===== config.mk =====
export PLATFORM = sky130hd
export DESIGN_NAME = regwin_bridge
export DESIGN_NICKNAME = d
export VERILOG_FILES = /design/src/rtl/regwin_pkg.sv /design/src/rtl/regwin_csr.sv /design/src/rtl/regwin_wdog.sv /design/src/rtl/regwin_seq.sv /design/src/rtl/regwin_bridge.sv
export SDC_FILE = /design/constraint.sdc
export NUM_CORES = 1
export LEC_CHECK = 0
export ABC_CLOCK_PERIOD_IN_PS = 2500
export BUFFER_PORTS_ARGS = -buffer_cell sky130_fd_sc_hd__buf_2
export CORE_MARGIN = 3
export CORE_UTILIZATION = 40
export DETAILED_ROUTE_END_ITERATION = 6
export GPL_TIMING_DRIVEN = 0
export PLACE_DENSITY = 0.61
export SYNTH_ARGS = -nofsm -noshare
export SYNTH_HDL_FRONTEND = slang
export SYNTH_SLANG_ARGS = --single-unit

===== constraint.sdc =====
create_clock -name clk -period 2.5 [get_ports clk]
set_clock_uncertainty 0.2 [all_clocks]
set_input_delay 0.5 -clock clk [delete_from_list [all_inputs] [get_ports clk]]
set_output_delay 0.5 -clock clk [all_outputs]
set_load 0.005 [all_outputs]

===== src/rtl/regwin_pkg.sv =====
package regwin_pkg;
   typedef enum logic [1:0] {
      ST_IDLE = 2'd0,
      ST_BUSY = 2'd1,
      ST_DONE = 2'd2
   } seq_st_e;

   localparam logic [1:0] IDX_CMD  = 2'd0;
   localparam logic [1:0] IDX_ADDR = 2'd1;
   localparam logic [1:0] IDX_RDAT = 2'd2;
   localparam logic [1:0] IDX_WDAT = 2'd3;

   localparam int CMD_RD_BIT  = 0;
   localparam int CMD_WR_BIT  = 1;
   localparam int CMD_ACK_BIT = 2;
   localparam int CMD_W       = 3;
endpackage


===== src/rtl/regwin_csr.sv =====
module regwin_csr
   import regwin_pkg::*;
#(
   parameter int HAW      = 12,
   parameter int DW       = 32,
   parameter int WIN_BASE = 'h400
) (
   input  logic              clk,
   input  logic              rst_n,
   input  logic              h_wr,
   input  logic              h_rd,
   input  logic [HAW-1:0]    h_addr,
   input  logic [DW-1:0]     h_wdata,
   output logic [DW-1:0]     h_rdata,
   input  logic              lock,
   input  logic [CMD_W-1:0]  cmd_q,
   input  logic [DW-1:0]     rdat_q,
   output logic              cmd_we,
   output logic [1:0]        cmd_wbits,
   output logic [DW-1:0]     addr_q,
   output logic [DW-1:0]     wdat_q
);
   localparam logic [HAW-1:0] BASE_V = HAW'(WIN_BASE);

   logic       hit;
   logic [1:0] idx;
   logic [DW-1:0] rd_mux;

   // window decode, word aligned only
   assign hit = (h_addr[HAW-1:4] == BASE_V[HAW-1:4]) && (h_addr[1:0] == 2'b00);
   assign idx = h_addr[3:2];

   assign cmd_we    = h_wr && hit && (idx == IDX_CMD);
   assign cmd_wbits = h_wdata[1:0];

   // address and write data frozen while a request is outstanding
   always_ff @(posedge clk) begin
      if (!rst_n) begin
         addr_q <= '0;
         wdat_q <= '0;
      end else if (h_wr && hit && !lock) begin
         if (idx == IDX_ADDR) addr_q <= h_wdata;
         if (idx == IDX_WDAT) wdat_q <= h_wdata;
      end
   end

   always_comb begin
      case (idx)
         IDX_CMD:  rd_mux = {{(DW-CMD_W){1'b0}}, cmd_q};
         IDX_ADDR: rd_mux = addr_q;
         IDX_RDAT: rd_mux = rdat_q;
         default:  rd_mux = wdat_q;
      endcase
   end

   always_ff @(posedge clk) begin
      if (!rst_n)    h_rdata <= '0;
      else if (h_rd) h_rdata <= hit ? rd_mux : '0;
   end
endmodule


===== src/rtl/regwin_wdog.sv =====
module regwin_wdog #(
   parameter int WDOG_CYCLES = 65536
) (
   input  logic clk,
   input  logic rst_n,
   input  logic run,
   output logic expire
);
   localparam int CW = $clog2(WDOG_CYCLES + 1);
   localparam logic [CW-1:0] LIM = CW'(WDOG_CYCLES - 1);

   logic [CW-1:0] cnt;

   always_ff @(posedge clk) begin
      if (!rst_n || !run) cnt <= '0;
      else                cnt <= cnt + 1'b1;
   end

   // fires in the last allowed cycle of an outstanding request
   assign expire = run && (cnt == LIM);
endmodule


===== src/rtl/regwin_seq.sv =====
module regwin_seq
   import regwin_pkg::*;
#(
   parameter int DW          = 32,
   parameter int TAW         = 12,
   parameter int WDOG_CYCLES = 65536
) (
   input  logic              clk,
   input  logic              rst_n,
   input  logic              cmd_we,
   input  logic [1:0]        cmd_wbits,
   input  logic [DW-1:0]     addr_q,
   input  logic [DW-1:0]     wdat_q,
   output logic [CMD_W-1:0]  cmd_q,
   output logic [DW-1:0]     rdat_q,
   output logic              t_valid,
   output logic              t_we,
   output logic [TAW-1:0]    t_addr,
   output logic [DW-1:0]     t_wdata,
   input  logic              t_ready,
   input  logic [DW-1:0]     t_rdata
);
   seq_st_e st;
   logic    start_ok;
   logic    addr_bad;
   logic    wd_expire;

   // exactly one request bit must be set
   assign start_ok = cmd_wbits[0] ^ cmd_wbits[1];
   // out of span or misaligned
   assign addr_bad = (|addr_q[DW-1:TAW]) || (|addr_q[1:0]);

   regwin_wdog #(.WDOG_CYCLES(WDOG_CYCLES)) u_wdog (
      .clk    (clk),
      .rst_n  (rst_n),
      .run    (st == ST_BUSY),
      .expire (wd_expire)
   );

   always_ff @(posedge clk) begin
      if (!rst_n) begin
         st     <= ST_IDLE;
         cmd_q  <= '0;
         rdat_q <= '0;
      end else begin
         case (st)
            ST_IDLE: begin
               if (cmd_we && start_ok) begin
                  cmd_q <= {addr_bad, cmd_wbits};
                  if (addr_bad) begin
                     rdat_q <= '0;
                     st     <= ST_DONE;
                  end else begin
                     st <= ST_BUSY;
                  end
               end
            end
            ST_BUSY: begin
               // target ready wins over a same-cycle watchdog expiry
               if (t_ready) begin
                  cmd_q[CMD_ACK_BIT] <= 1'b1;
                  if (cmd_q[CMD_RD_BIT]) rdat_q <= t_rdata;
                  st <= ST_DONE;
               end else if (wd_expire) begin
                  cmd_q[CMD_ACK_BIT] <= 1'b1;
                  rdat_q <= '0;
                  st     <= ST_DONE;
               end
            end
            ST_DONE: begin
               if (cmd_we && (cmd_wbits == 2'b00)) begin
                  cmd_q <= '0;
                  st    <= ST_IDLE;
               end
            end
            default: st <= ST_IDLE;
         endcase
      end
   end

   assign t_valid = (st == ST_BUSY);
   assign t_we    = cmd_q[CMD_WR_BIT];
   assign t_addr  = addr_q[TAW-1:0];
   assign t_wdata = wdat_q;
endmodule


===== src/rtl/regwin_bridge.sv =====
module regwin_bridge
   import regwin_pkg::*;
#(
   parameter int DW          = 32,
   parameter int HAW         = 12,
   parameter int WIN_BASE    = 'h400,
   parameter int TGT_SPAN    = 4096,
   parameter int WDOG_CYCLES = 65536,
   localparam int TAW        = $clog2(TGT_SPAN)
) (
   input  logic              clk,
   input  logic              rst_n,
   input  logic              h_wr,
   input  logic              h_rd,
   input  logic [HAW-1:0]    h_addr,
   input  logic [DW-1:0]     h_wdata,
   output logic [DW-1:0]     h_rdata,
   output logic              t_valid,
   output logic              t_we,
   output logic [TAW-1:0]    t_addr,
   output logic [DW-1:0]     t_wdata,
   input  logic              t_ready,
   input  logic [DW-1:0]     t_rdata
);
   generate
      if (TGT_SPAN != (1 << TAW)) begin : g_span_chk
         $error("TGT_SPAN must be a power of two");
      end
      if (TAW < 3 || DW <= TAW) begin : g_width_chk
         $error("DW must exceed the target address width, which must be at least 3");
      end
      if ((WIN_BASE % 16) != 0 || WIN_BASE >= (1 << HAW)) begin : g_base_chk
         $error("WIN_BASE must be 16-byte aligned and inside the host address range");
      end
      if (WDOG_CYCLES < 2) begin : g_wdog_chk
         $error("WDOG_CYCLES must be at least 2");
      end
   endgenerate

   logic [CMD_W-1:0] cmd_q;
   logic [DW-1:0]    rdat_q;
   logic             cmd_we;
   logic [1:0]       cmd_wbits;
   logic [DW-1:0]    addr_q;
   logic [DW-1:0]    wdat_q;

   regwin_csr #(.HAW(HAW), .DW(DW), .WIN_BASE(WIN_BASE)) u_csr (
      .clk       (clk),
      .rst_n     (rst_n),
      .h_wr      (h_wr),
      .h_rd      (h_rd),
      .h_addr    (h_addr),
      .h_wdata   (h_wdata),
      .h_rdata   (h_rdata),
      .lock      (t_valid),
      .cmd_q     (cmd_q),
      .rdat_q    (rdat_q),
      .cmd_we    (cmd_we),
      .cmd_wbits (cmd_wbits),
      .addr_q    (addr_q),
      .wdat_q    (wdat_q)
   );

   regwin_seq #(.DW(DW), .TAW(TAW), .WDOG_CYCLES(WDOG_CYCLES)) u_seq (
      .clk       (clk),
      .rst_n     (rst_n),
      .cmd_we    (cmd_we),
      .cmd_wbits (cmd_wbits),
      .addr_q    (addr_q),
      .wdat_q    (wdat_q),
      .cmd_q     (cmd_q),
      .rdat_q    (rdat_q),
      .t_valid   (t_valid),
      .t_we      (t_we),
      .t_addr    (t_addr),
      .t_wdata   (t_wdata),
      .t_ready   (t_ready),
      .t_rdata   (t_rdata)
   );
endmodule


# Yosys cells after proc, flatten, opt, wreduce, memory -nomap -nowiden
# Cells that the tools add are included.
[totals]
register_bits = 150
latch_bits = 0
mem_bits_rw = 0
rom_bits = 0
wordCells = 68
n_memories = 0
[classes]
n_addsub = 1
multipliers = 0
div = 0
n_lt_le_gt_ge = 0
eq_ne = 12
shifts = 0
mux = 20
bitwise = 1
n_reduce_logical = 26
[ops]
columns = ["operator", "count"]
rows = [
  ["two-way mux 32 bit", 6],
  ["case mux 32 bit (3 select lines)", 1],
  ["case mux 32 bit (2 select lines)", 1],
  ["OR reduction 20 bit", 1],
  ["adder 17 x 1 -> 17 bit, second input constant", 1],
  ["== test 17 x 16 -> 1 bit, second input constant", 1],
  ["two-way mux 2 bit", 5],
  ["== test 8 x 7 -> 1 bit, second input constant", 1],
  ["zero test 2 bit", 4],
  ["logical AND 1 bit", 7],
  ["== test 2 bit, second input constant", 3],
  ["two-way mux 3 bit", 2],
  ["inequality test 2 x 1 -> 1 bit, second input constant", 3],
  ["inequality test 3 x 2 -> 1 bit, second input constant", 2],
  ["case mux 2 bit (3 select lines)", 1],
  ["AND reduction 3 bit", 2],
  ["AND reduction 5 bit", 1],
  ["== test 2 x 1 -> 1 bit, second input constant", 2],
  ["case mux 2 bit (2 select lines)", 1],
  ["AND reduction 2 bit", 2],
  ["AND reduction 4 bit", 1],
  ["nonzero test 2 bit", 2],
  ["case mux 1 bit (3 select lines)", 1],
  ["nonzero test 3 bit", 1],
  ["5 further kinds", 8],
]

# Depth between registers and ports, before layout
# Gate-level depths: netlist of run 1.
[depth]
depth_word = 7
ltp_mapped = 11
ltp_nobuf = 10

# Cells and area by module
# Synthesis of run 1 repeated with hierarchy kept, for this count alone.
[unflattened]
cells_unflattened = 878
hier_area_um2 = 7843.8
[by_module_without_submodules]
columns = ["module", "n_inst", "cells_per_inst", "area_per_inst_um2"]
rows = [
  ["regwin_csr", 1, 437, 4306.6],
  ["regwin_seq", 1, 357, 2758.9],
  ["regwin_wdog", 1, 84, 778.2],
]

# Least setup slack after synthesis of run 1
# OpenSTA, ideal clock, no wires.
[synth_timing]
path_kind = "input port to flip-flop"
startpoint = "input h_wdata[0]"
endpoint = "register u_seq.st[0]"
setup_ps = 70
arrival_ps = 1991
required_time_ps = 2230
setup_slack_ps = 239
path_stages = 7
path_cell_list = "inv_1 -> ha_1 -> nor4bb_1 -> a41oi_1 -> a21o_1 -> or4_1 -> a21boi_1"
[synth_via]
elab_chain_cells = 4
[synth_lines]
columns = ["element", "line_no", "text"]
rows = [
  ["start: declaration", "regwin_bridge.sv:16", "input logic [DW-1:0] h_wdata,"],
  ["zero test 2 bit or bitwise XOR 1 bit (tied branches)", "regwin_seq.sv:71, regwin_seq.sv:29", ""],
  ["logical AND 1 bit (on tied branches)", "regwin_seq.sv:71, regwin_seq.sv:48", ""],
  ["inequality test 2 x 1 -> 1 bit (no line)", "--", ""],
  ["AND reduction 3 bit (no line) (*)", "--", ""],
  ["end signal: assignment", "regwin_seq.sv:67", "st <= ST_DONE;"],
  ["end signal: assignment", "regwin_seq.sv:73", "st <= ST_IDLE;"],
  ["end signal: assignment", "regwin_seq.sv:76", "default: st <= ST_IDLE;"],
  ["end: declaration", "regwin_seq.sv:23", "seq_st_e st;"],
]
# Mark *: on every way between the ends. The rest lies on a longest branch, timed or not.
# A chain may end at the register's enable or synchronous reset.

# Worst setup path after layout of run 1
[layout_timing]
startpoint = "register u_csr.addr_q[22]"
endpoint = "register u_seq.rdat_q[22]"
[layout_via]
elab_chain_cells = 4
[layout_lines]
columns = ["element", "line_no", "text"]
rows = [
  ["start: declaration", "regwin_csr.sv:20", "output logic [DW-1:0] addr_q,"],
  ["start signal: assignment", "regwin_csr.sv:42", "if (idx == IDX_ADDR) addr_q <= h_wdata;"],
  ["OR reduction 20 bit", "regwin_seq.sv:31", "assign addr_bad = (|addr_q[DW-1:TAW]) || (|addr_q[1:0]);"],
  ["logical OR 1 bit", "regwin_seq.sv:31", ""],
  ["inequality test 2 x 1 -> 1 bit (no line)", "--", ""],
  ["AND reduction 5 bit (no line)", "--", ""],
  ["end signal: assignment", "regwin_seq.sv:62", "if (cmd_q[CMD_RD_BIT]) rdat_q <= t_rdata;"],
  ["end: declaration", "regwin_seq.sv:15", "output logic [DW-1:0] rdat_q,"],
]
# Every way passes these cells.

==> impl_metrics.py, run 1 <==
metrics = {
    "synth": {
        "synth_nets": 867,
        "synth.mux.area_fraction": 0.107,
        "seq_area_frac_synth": 0.443,
        "yosysMostFrequentCell": "nand2_1",
        "synth-compound-area-share": 0.152,
        "yosys-top-cells-count": "nand2_1, dfxtp_1, a21boi_1",
        "yosysTopAreaCell": "dfxtp_1",
        "synth-xor-area-share": 0.0155,
        "synth.distinct_cells": 49,
        "synth_fa_ha_area_frac": 0.0111,
        "synthTopCellsByArea": "dfxtp_1, nand2_1, a21boi_1",
        "synth_top_area_share": 0.443,
        "synth-simple-area-share": 0.197,
        "syn_area_sq_um": 6780,
        "synth_top_family_by_area": "simple AND/OR/NAND/NOR gates",
        "netlist_instances": 780,
        "ys_ff_latch": 150,
        "synth_edf_count": 0,
        "postSynthAreaPerCell_sq_um": 8.69,
        "ys_warn_count": 0,
        "synthFlopType": "dfxtp_1",
        "async_reset_ff_frac": 0,
    },
    "cells_and_area": {
        "final_layout_size_suffix_gt1_frac": 0.272,
        "fin_cells": 1191,
        "num_antenna_cells": 0,
        "final_util": 0.529,
        "layout.nets": 1049,
        "flow.area_growth_from_synthesis_pct": 26.5,
    },
    "routing": {
        "wire_per_inst_um": 16.5,
        "drt_wl_total_mm": 19.7,
        "drc": 0,
        "routed-via-count": 5945,
        "ant_nets": 0,
        "drt_iter0_markers": 268,
        "firstDrtPassIters": 4,
        "avgViaCountPerCell": 4.99,
    },
    "grt": {
        "grt_max_degree": 17,
        "grtUsageTotal": 0.215,
        "grt-ovfl-total": 0,
        "antenna_found_initial": 0,
        "grt_pass1_vias": 5865,
        "grt_pass1_wl_mm": 30.6,
    },
    "setup_path": {
        "cp_slowest_cell": "or4_4",
        "crit_chain": "or4_1 -> or4_4 -> o21ai_4 -> buf_12 -> buf_6 -> mux2i_1",
        "cp.arrival_ns": 2.55,
        "slowest_delay_ns": 0.55,
        "crit_type": "reg -> reg",
        "cp.required_ns": 2.65,
        "cp_max_fo": 10,
        "rrSetupSlack_ns": 0.1,
        "crit_family": "simple AND/OR/NAND/NOR gates",
        "path_buf_inv": 2,
        "end_kind": "flip-flop",
        "start_kind": "flip-flop",
    },
    "floorplan": {
        "die_area_sq_um": 18600,
        "die-height_um": 136,
        "io_pins": 159,
        "row_count": 46,
        "fp.dieW_um": 136,
        "fp.coreArea_sq_um": 16200,
        "initial_utilization": 0.418,
    },
    "placed_design": {
        "dp_cells": 1152,
        "place_congestion": 0.819,
        "dp_hpwl_mm": 14.2,
        "portBuffers": 156,
    },
    "status": {
        "status": "completed",
    },
    "timing": {
        "hold-worst-slack_ns": 0.113,
        "setup_viol": 0,
        "fin_crit_ns": 2.40,
        "drv_slew": 0,
        "max_freq_ghz": 0.416,
        "tightest_slew_ns": 0.675,
        "finalCritPeriodShare": 0.961,
        "rsz0062_at_grt": "no",
        "timing.slew.headroom": 0.550,
        "hold_viol": 0,
    },
    "clock_network": {
        "clk_latency_ns": 0.42,
        "postCtsHoldBufs": 0,
        "cts_buffers": 17,
        "cts_tree": "yes",
        "cts_buffer_depth": 2,
        "clk_pin_slew_ns": 0.07,
        "htree_levels": 4,
        "cts_sinks": 150,
        "root_buffer": "clkbuf_16",
    },
    "worst_hold_path": {
        "hold_class": "in -> reg",
    },
    "pwr": {
        "power.total_mw": 5.56,
        "power_density_nw_per_um2": 648,
        "p_leak_nw": 3.64,
        "ir_drop_mv": 0.490,
    },
    "run": {
        "drv_cap": 0,
    },
}
==> what timing repair did <==
| action | in CTS | in global routing |
|---|---|---|
| gates cloned | 0 | 1 |
| setup buffers | 0 | 6 |
| pin swaps | 0 | 3 |
| gates resized for setup | 4 | 14 |
| endpoints found under the setup margin | 100 | 76 |
==> flip-flops by register name, summed over array words and instances (netlist names) <==
| register | count |
|---|---|
| u_csr.addr_q | 32 |
| u_csr.h_rdata | 32 |
| u_csr.wdat_q | 32 |
| u_seq.cmd_q | 3 |
| u_seq.rdat_q | 32 |
| u_seq.st | 2 |
| u_seq.u_wdog.cnt | 17 |
==> metrics by stage <==
stage               worst slack (ns)  cell area [sq um]  TNS, ns
floorplan                      0.239               6780        0
global placement              -0.671               7830   -50.15
detailed placement            -0.724               7830   -55.12
CTS                           0.0414               8450        0
global route                 0.00372               8580        0
finish                        0.0969               8580        0
==> placed cells by master, fill, tap and decap left out, types with 21 or more instances in the layout <==
cell / instances
a21boi_1: 65
mux2_2: 29
a22oi_1: 29
nor2_1: 21
nand2_1: 204
buf_2: 164
clkbuf_1: 36
and2_1: 29
inv_1: 35
dfxtp_1: 147
mux2i_1: 33
o22ai_1: 31
==> final timing paths <==
| check | from | end | cells after the start |
|---|---|---|---|
| setup reg to reg | u_csr.addr_q[22]$_SDFFE_PN0P_ | u_seq.rdat_q[22]$_SDFFE_PN0P_ | 6 |
| setup / recovery | u_csr.addr_q[22]$_SDFFE_PN0P_ | u_seq.rdat_q[22]$_SDFFE_PN0P_ | 6 |
| hold reg to reg | u_seq.u_wdog.cnt[0]$_SDFF_PP0_ | u_seq.u_wdog.cnt[0]$_SDFF_PP0_ | 1 |
| hold / removal | t_rdata[21] | u_seq.rdat_q[21]$_SDFFE_PN0P_ | 3 |
==> layout make-up <==
cell class | instances | area [sq um]
flip-flops and latches | 150 | 3010
clock inverters | 13 | 146
fillers | 1603 | 7650
well taps | 216 | 270
multi-input cells | 526 | 3320
inverters | 35 | 131
clock buffers | 19 | 453
repair buffers | 163 | 863
plain buffers | 69 | 388
==> tightest hold or removal path, stage by stage <==
cell and delay [ns]:
buf_2 0.09, nand2_1 0.04, mux2i_1 0.05
==> kinds of logic (layout without fill, tap and decap cells) <==
| kind of cell | Yosys count | count (layout) |
|---|---|---|
| flops | 150 | 150 |
| buf+inv | 104 | 299 |
| compound gates | 142 | 142 |
| fa+ha+maj | 6 | 6 |
| mux | 65 | 65 |
| xor+xnor | 12 | 12 |
| simple gates | 301 | 301 |
==> power by group <==
group | internal, mW | switching (mW) | total, mW
registers | 2.42 | 0.0225 | 2.44
logic | 0.236 | 0.302 | 0.539
clock network | 1.53 | 1.04 | 2.58
==> layer usage <==
layer	global-route usage	routed length [um]	vias up
met1	0.294	9260	2757
met3	0.0452	1110	26
met4	0.0750	412	0
li1	-	-	2988
met2	0.336	8920	174
met5	0	0	-
No activity file was read; power rests on OpenSTA's default activity.
==> run 2: changes to the inputs <==
ABC_AREA = 1   (was default)
CTS_CLUSTER_DIAMETER = 40   (was default)
PLACE_DENSITY = 0.62   (was 0.61)
==> run 2 against run 1 <==
First-iteration DRC count is 39% higher. Die area is 3.8% lower. Register-to-register slack worse by 0.41 ns. Wire length is 1.1% lower. Worst setup slack worse by 0.41 ns. Core utilization is 0.94 points higher. Global-route usage is 0.54 points higher. Via count is 6.6% higher. Final cell count is 11% higher. The run now ends with setup timing left.
==> impl_metrics.py, run 2 <==
metrics = {
    "floorplan": {
        "io_pins": 159,
        "die_area_sq_um": 17900,
        "initial_utilization": 0.410,
        "fp.coreArea_sq_um": 15900,
        "row_count": 46,
        "fp.dieW_um": 134,
        "die-height_um": 134,
    },
    "synth": {
        "synth_top_area_share": 0.461,
        "synthTopCellsByArea": "dfxtp_1, nand2_1, nor2_1",
        "yosys-top-cells-count": "nand2_1, nor2_1, dfxtp_1",
        "synth.distinct_cells": 28,
        "async_reset_ff_frac": 0,
        "ys_ff_latch": 150,
        "yosysMostFrequentCell": "nand2_1",
        "synth_nets": 981,
        "netlist_instances": 894,
        "syn_area_sq_um": 6510,
        "postSynthAreaPerCell_sq_um": 7.29,
        "synthFlopType": "dfxtp_1",
        "ys_warn_count": 0,
        "seq_area_frac_synth": 0.461,
        "synth_edf_count": 0,
        "yosysTopAreaCell": "dfxtp_1",
    },
    "cells_and_area": {
        "fill_cells": 1623,
        "layout.nets": 1178,
        "flow.area_growth_from_synthesis_pct": 31.2,
        "layout_commonest_cell": "nand2_1",
        "final_area_sq_um": 8540,
        "num_antenna_cells": 0,
        "layout_common_cells": "nand2_1, nor2_1, buf_2, dfxtp_1, inv_1",
        "final_layout_size_suffix_gt1_frac": 0.230,
        "fin_cells": 1320,
    },
    "setup_path": {
        "end_kind": "flip-flop",
        "cp_max_fo": 5,
        "crit_type": "reg -> reg",
        "cp.arrival_ns": 2.94,
        "cp.required_ns": 2.62,
        "start_kind": "flip-flop",
        "r2r_cells": 19,
    },
    "timing": {
        "hold_viol": 0,
        "drv_slew": 0,
        "tightest_slew_ns": 0.632,
        "finalCritPeriodShare": 1.13,
        "setup_viol": 32,
        "fin_tns_setup_ns": -9.47,
        "fin_crit_ns": 2.82,
        "timing.slew.headroom": 0.576,
        "max_freq_ghz": 0.355,
        "setup_ws_ns": -0.317,
        "rsz0062_at_grt": "yes",
    },
    "clock_network": {
        "clk_latency_ns": 0.42,
        "clk_pin_slew_ns": 0.06,
        "htree_levels": 4,
        "cts_buffers": 17,
        "postCtsHoldBufs": 0,
        "cts_buffer_depth": 2,
        "cts_tree": "yes",
        "root_buffer": "clkbuf_16",
        "cts_sinks": 150,
    },
    "pwr": {
        "power_density_nw_per_um2": 659,
        "p_leak_nw": 3.52,
        "ir_drop_mv": 0.473,
    },
    "grt": {
        "grt_pass1_wl_mm": 31.0,
        "grt_pass1_vias": 6092,
        "grtUsageTotal": 0.220,
        "antenna_found_initial": 1,
        "grt-ovfl-total": 0,
        "grt_max_degree": 17,
    },
    "status": {
        "violations": "setup timing",
        "status": "complete, but fails checks",
    },
    "run": {
        "drv_cap": 0,
    },
    "placed_design": {
        "dp_hpwl_mm": 14.5,
        "place_congestion": 0.849,
        "dp_cells": 1267,
        "dpl_worst_slack_ns": -0.457,
        "portBuffers": 157,
        "place_area_sq_um": 7630,
    },
    "routing": {
        "avgViaCountPerCell": 4.80,
        "wire_per_inst_um": 14.8,
        "firstDrtPassIters": 5,
        "routed-via-count": 6340,
        "drt_wl_total_mm": 19.5,
        "drt_iter0_markers": 372,
        "drc": 0,
        "ant_nets": 0,
    },
    "worst_hold_path": {
        "hold_class": "in -> reg",
        "whs_path_depth": 3,
    },
}
[run 2: changes by cell type after synthesis, sizes merged, moves of 29 or more]
cell | before | now
a211oi | 1 | 64
a21boi | 65 | 0
o22ai | 31 | 0
o221ai | 0 | 29
and2 | 29 | 0
a21oi | 2 | 50
mux2i | 33 | 0
inv | 35 | 96
mux2 | 29 | 0
a22oi | 29 | 0
nor2 | 22 | 164
[run 2: area by class of cell]
type | count | area (sq um) | area share
Buffer | 62 | 330 | 0.0387
Clock buffer | 19 | 453 | 0.0530
Clock inverter | 13 | 250 | 0.0293
Inverter | 96 | 360 | 0.0422
Multi-Input combinational cell | 586 | 2920 | 0.341
Sequential cell | 150 | 3010 | 0.352
Tap cell | 216 | 270 | 0.0316
Timing Repair Buffer | 178 | 958 | 0.112
[run 2: per-stage QoR]
step / power [mW] / utilization / hold WS [ns]
6_report: 5.63 / 0.538 / 0.168
2_1_floorplan: 2.52 / - / 0.220
3_3_place_gp: 2.64 / 0.480 / 0.231
5_1_grt: 5.80 / 0.538 / 0.159
3_5_place_dp: 2.64 / 0.480 / 0.233
4_1_cts: 5.66 / 0.537 / 0.151
[run 2: report_power, final]
part | switching, mW | total [mW] | internal, mW
sequential | 0.000460 | 2.39 | 2.39
combinational | 0.132 | 0.197 | 0.0652
clock | 1.02 | 3.04 | 2.02
total | 1.15 | 5.63 | 4.48
[run 2: worst paths after layout]
kind	startpoint	endpoint	slack [ns]
worst max-delay path	u_seq.u_wdog.cnt[1]$_SDFF_PP0_	u_seq.rdat_q[4]$_SDFFE_PN0P_	-0.32
worst max register to register	u_seq.u_wdog.cnt[1]$_SDFF_PP0_	u_seq.rdat_q[4]$_SDFFE_PN0P_	-0.32
worst min register to register	u_csr.h_rdata[22]$_SDFFE_PN0P_	u_csr.h_rdata[22]$_SDFFE_PN0P_	0.26
worst min-delay path	h_wdata[28]	u_csr.wdat_q[28]$_SDFFE_PN0P_	0.17
[run 2: critical path, stage by stage (launching register included)]
cell and delay (ns):
dfxtp_2 0.35, ha_4 0.15, nand3_4 0.07, nor3_4 0.15, nand3_2 0.11, nor2_1 0.10
nand3_1 0.11, nor2_2 0.15, nand2_2 0.10, nor3_4 0.12, ha_2 0.19, nor3_2 0.06
nor3_1 0.13, nand2_1 0.15, nor2_8 0.15, buf_6 0.14, buf_6 0.12, nand2_1 0.05
nand2_1 0.07, nor2_1 0.04
[run 2: timing repair]
action	in CTS	in global routing
pin swaps	5	4
buffers inserted	17	1
hold endpoints to repair	0	0
cloned	4	0
resized for setup	17	4
setup endpoints to repair	35	36
[run 2: cell families (layout without fill, tap and decap cells)]
| family | count (synthesis) | after routing | share of synthesized area |
|---|---|---|---|
| simple gates | 419 | 419 | 0.258 |
| flops | 150 | 150 | 0.461 |
| buf+inv | 158 | 368 | 0.102 |
| fa+ha+maj | 6 | 6 | 0.0115 |
| compound gates | 158 | 158 | 0.163 |
| xor+xnor | 3 | 3 | 0.00403 |
[run 2: per-layer routing]
layer  vias up  GRT usage  wire [um]
met5         -          0         13
met4         2     0.0686        287
met3        21     0.0540       1190
met2       175      0.354       8880
met1      2860      0.293       9120
li1       3282          -          -
==> run 3: changes to the inputs <==
CORE_UTILIZATION = 53   (was 40)
PLACE_DENSITY = 0.78   (was 0.62)
==> run 3 against run 2 <==
Critical path depth is 1 lower. Final cell count is 5.7% lower. Final area fell by 2.6%. Combinational power is essentially flat. First-iteration DRC count is 61% higher. Count of clock-buffer cells in the layout increased by 2. The flow still finishes with violations (setup timing). Die area fell by 24%. Largest power group unchanged. Highest routed layer unchanged. Largest cell class unchanged. Via count increased by 4.4%. Worst setup slack worse by 0.059 ns. Sequential share of layout area rose by 0.94 points.
==> impl_metrics.py, run 3 (synthesis results as in run 2) <==
metrics = {
    "status": {
        "status": "complete, but fails checks",
        "violations": "setup timing",
    },
    "setup_path": {
        "crit_chain": "ha_4 -> nand3_4 -> nor3_4 -> nand3_2 -> nor2_2 -> nand3_2 -> nor2_4 -> nand2_2 -> nor3_2 -> ha_2 -> nor3_2 -> nor3_2 -> nand2_2 -> nor2_8 -> buf_6 -> nand2_1 -> nand2_1 -> nor2_1",
        "crit_type": "reg -> reg",
        "start_kind": "flip-flop",
        "end_kind": "flip-flop",
        "cp-startpoint": "u_seq.u_wdog.cnt[0]$_SDFF_PP0_",
        "slowest_delay_ns": 0.35,
        "cp.arrival_ns": 2.99,
        "path_buf_inv": 1,
        "cp_slowest_cell": "dfxtp_2",
        "cp.required_ns": 2.61,
        "rr_startpoint": "u_seq.u_wdog.cnt[0]$_SDFF_PP0_",
        "cp_max_fo": 10,
        "cp_common_cell": "nor3_2",
        "crit_family": "simple AND/OR/NAND/NOR gates",
    },
    "pwr": {
        "power_density_nw_per_um2": 610,
        "ir_drop_mv": 0.574,
        "p_leak_nw": 3.44,
    },
    "cells_and_area": {
        "num_antenna_cells": 0,
        "final_layout_size_suffix_gt1_frac": 0.231,
        "layout_commonest_cell": "nand2_1",
        "flow.area_growth_from_synthesis_pct": 27.8,
        "layout_common_cells": "nand2_1, nor2_1, buf_2, dfxtp_1, inv_1",
        "layout.nets": 1178,
    },
    "clock_network": {
        "cts_buffers": 17,
        "htree_levels": 4,
        "clk_latency_ns": 0.42,
        "cts_tree": "yes",
        "cts_sinks": 150,
        "root_buffer": "clkbuf_16",
        "cts_buffer_depth": 2,
        "clk_pin_slew_ns": 0.06,
    },
    "timing": {
        "finalCritPeriodShare": 1.15,
        "setup_ws_ns": -0.376,
        "fin_tns_setup_ns": -11.14,
        "setup_viol": 36,
        "tightest_slew_ns": 0.640,
        "hold-worst-slack_ns": 0.168,
        "rsz0062_at_grt": "yes",
        "max_freq_ghz": 0.348,
        "drv_slew": 0,
        "timing.slew.headroom": 0.570,
        "fin_crit_ns": 2.88,
        "hold_viol": 0,
    },
    "floorplan": {
        "die_area_sq_um": 13700,
        "initial_utilization": 0.556,
        "fp.coreArea_sq_um": 11700,
        "die-height_um": 117,
        "fp.dieW_um": 117,
        "io_pins": 159,
        "row_count": 39,
    },
    "worst_hold_path": {
        "hold_class": "in -> reg",
        "hold_path.startpoint": "h_wdata[5]",
    },
    "grt": {
        "grt_pass1_wl_mm": 29.6,
        "antenna_found_initial": 1,
        "use_met3": 0.0694,
        "grt_pass1_vias": 6051,
        "grt-ovfl-total": 0,
        "grtUsageMet1": 0.371,
        "grt_max_degree": 17,
        "top_usage_layer": "met2",
        "grtUsageTotal": 0.279,
        "use_met2": 0.453,
    },
    "routing": {
        "ant_nets": 0,
        "drt_wl_total_mm": 19.0,
        "avgViaCountPerCell": 5.32,
        "firstDrtPassIters": 5,
        "routed-via-count": 6622,
        "wire_per_inst_um": 15.3,
        "drt_iter0_markers": 600,
        "drc": 0,
    },
    "placed_design": {
        "place_congestion": 0.971,
        "dp_hpwl_mm": 13.5,
        "portBuffers": 157,
    },
    "run": {
        "drv_cap": 0,
    },
}
==> run 3: what timing repair did <==
item / CTS / global route
pin swaps: 4 / 3
hold buffers: 0 / 0
gates resized for setup: 8 / 9
setup endpoints to repair: 35 / 36
gates cloned: 3 / 0
buffers inserted: 17 / 1
==> run 3: per-layer routing <==
metal  vias up  share of wire
li1       3297              -
met5         -        0.00037
met1      3005           0.44
met2       286           0.46
met4         2          0.018
met3        32          0.080
==> run 3: tightest hold or removal path, stage by stage <==
cell and delay (ns):
buf_2 0.10, nor2_1 0.09, a211oi_1 0.04
==> run 3: where the power goes <==
| group | switching, mW | total [mW] | internal [mW] |
|---|---|---|---|
| Sequential | 0.000498 | 2.39 | 2.39 |
| Clock | 0.960 | 2.49 | 1.53 |
| Combinational | 0.131 | 0.197 | 0.0657 |
| Total | 1.09 | 5.08 | 3.98 |
==> run 3: final cells by class <==
cell class	instances	area, sq um
fillers	1011	3390
flip-flops and latches	150	3010
multi-input cells	587	2940
repair buffers	177	940
clock buffers	21	470
inverters	96	360
plain buffers	62	323
well taps	143	179
clock inverters	9	103
==> run 3: final timing paths <==
kind,end,slack [ns],cells after the start
worst max-delay path,u_seq.rdat_q[15]$_SDFFE_PN0P_,-0.38,18
worst min-delay path,u_csr.wdat_q[5]$_SDFFE_PN0P_,0.17,3
worst max register to register,u_seq.rdat_q[15]$_SDFFE_PN0P_,-0.38,18
worst min register to register,u_csr.h_rdata[31]$_SDFFE_PN0P_,0.26,2
==> run 3: per-stage QoR <==
stage	worst slack, ns	area, sq um	total power [mW]	cells	utilization
3_5_place_dp	-0.523	7540	2.64	1194	0.643
4_1_cts	-0.317	8280	5.08	1244	0.707
3_3_place_gp	-0.471	7540	2.64	1194	0.643
2_1_floorplan	-0.0950	6570	2.52	894	-
5_1_grt	-0.529	8320	5.21	1245	0.711
6_report	-0.376	8320	5.08	1245	0.711
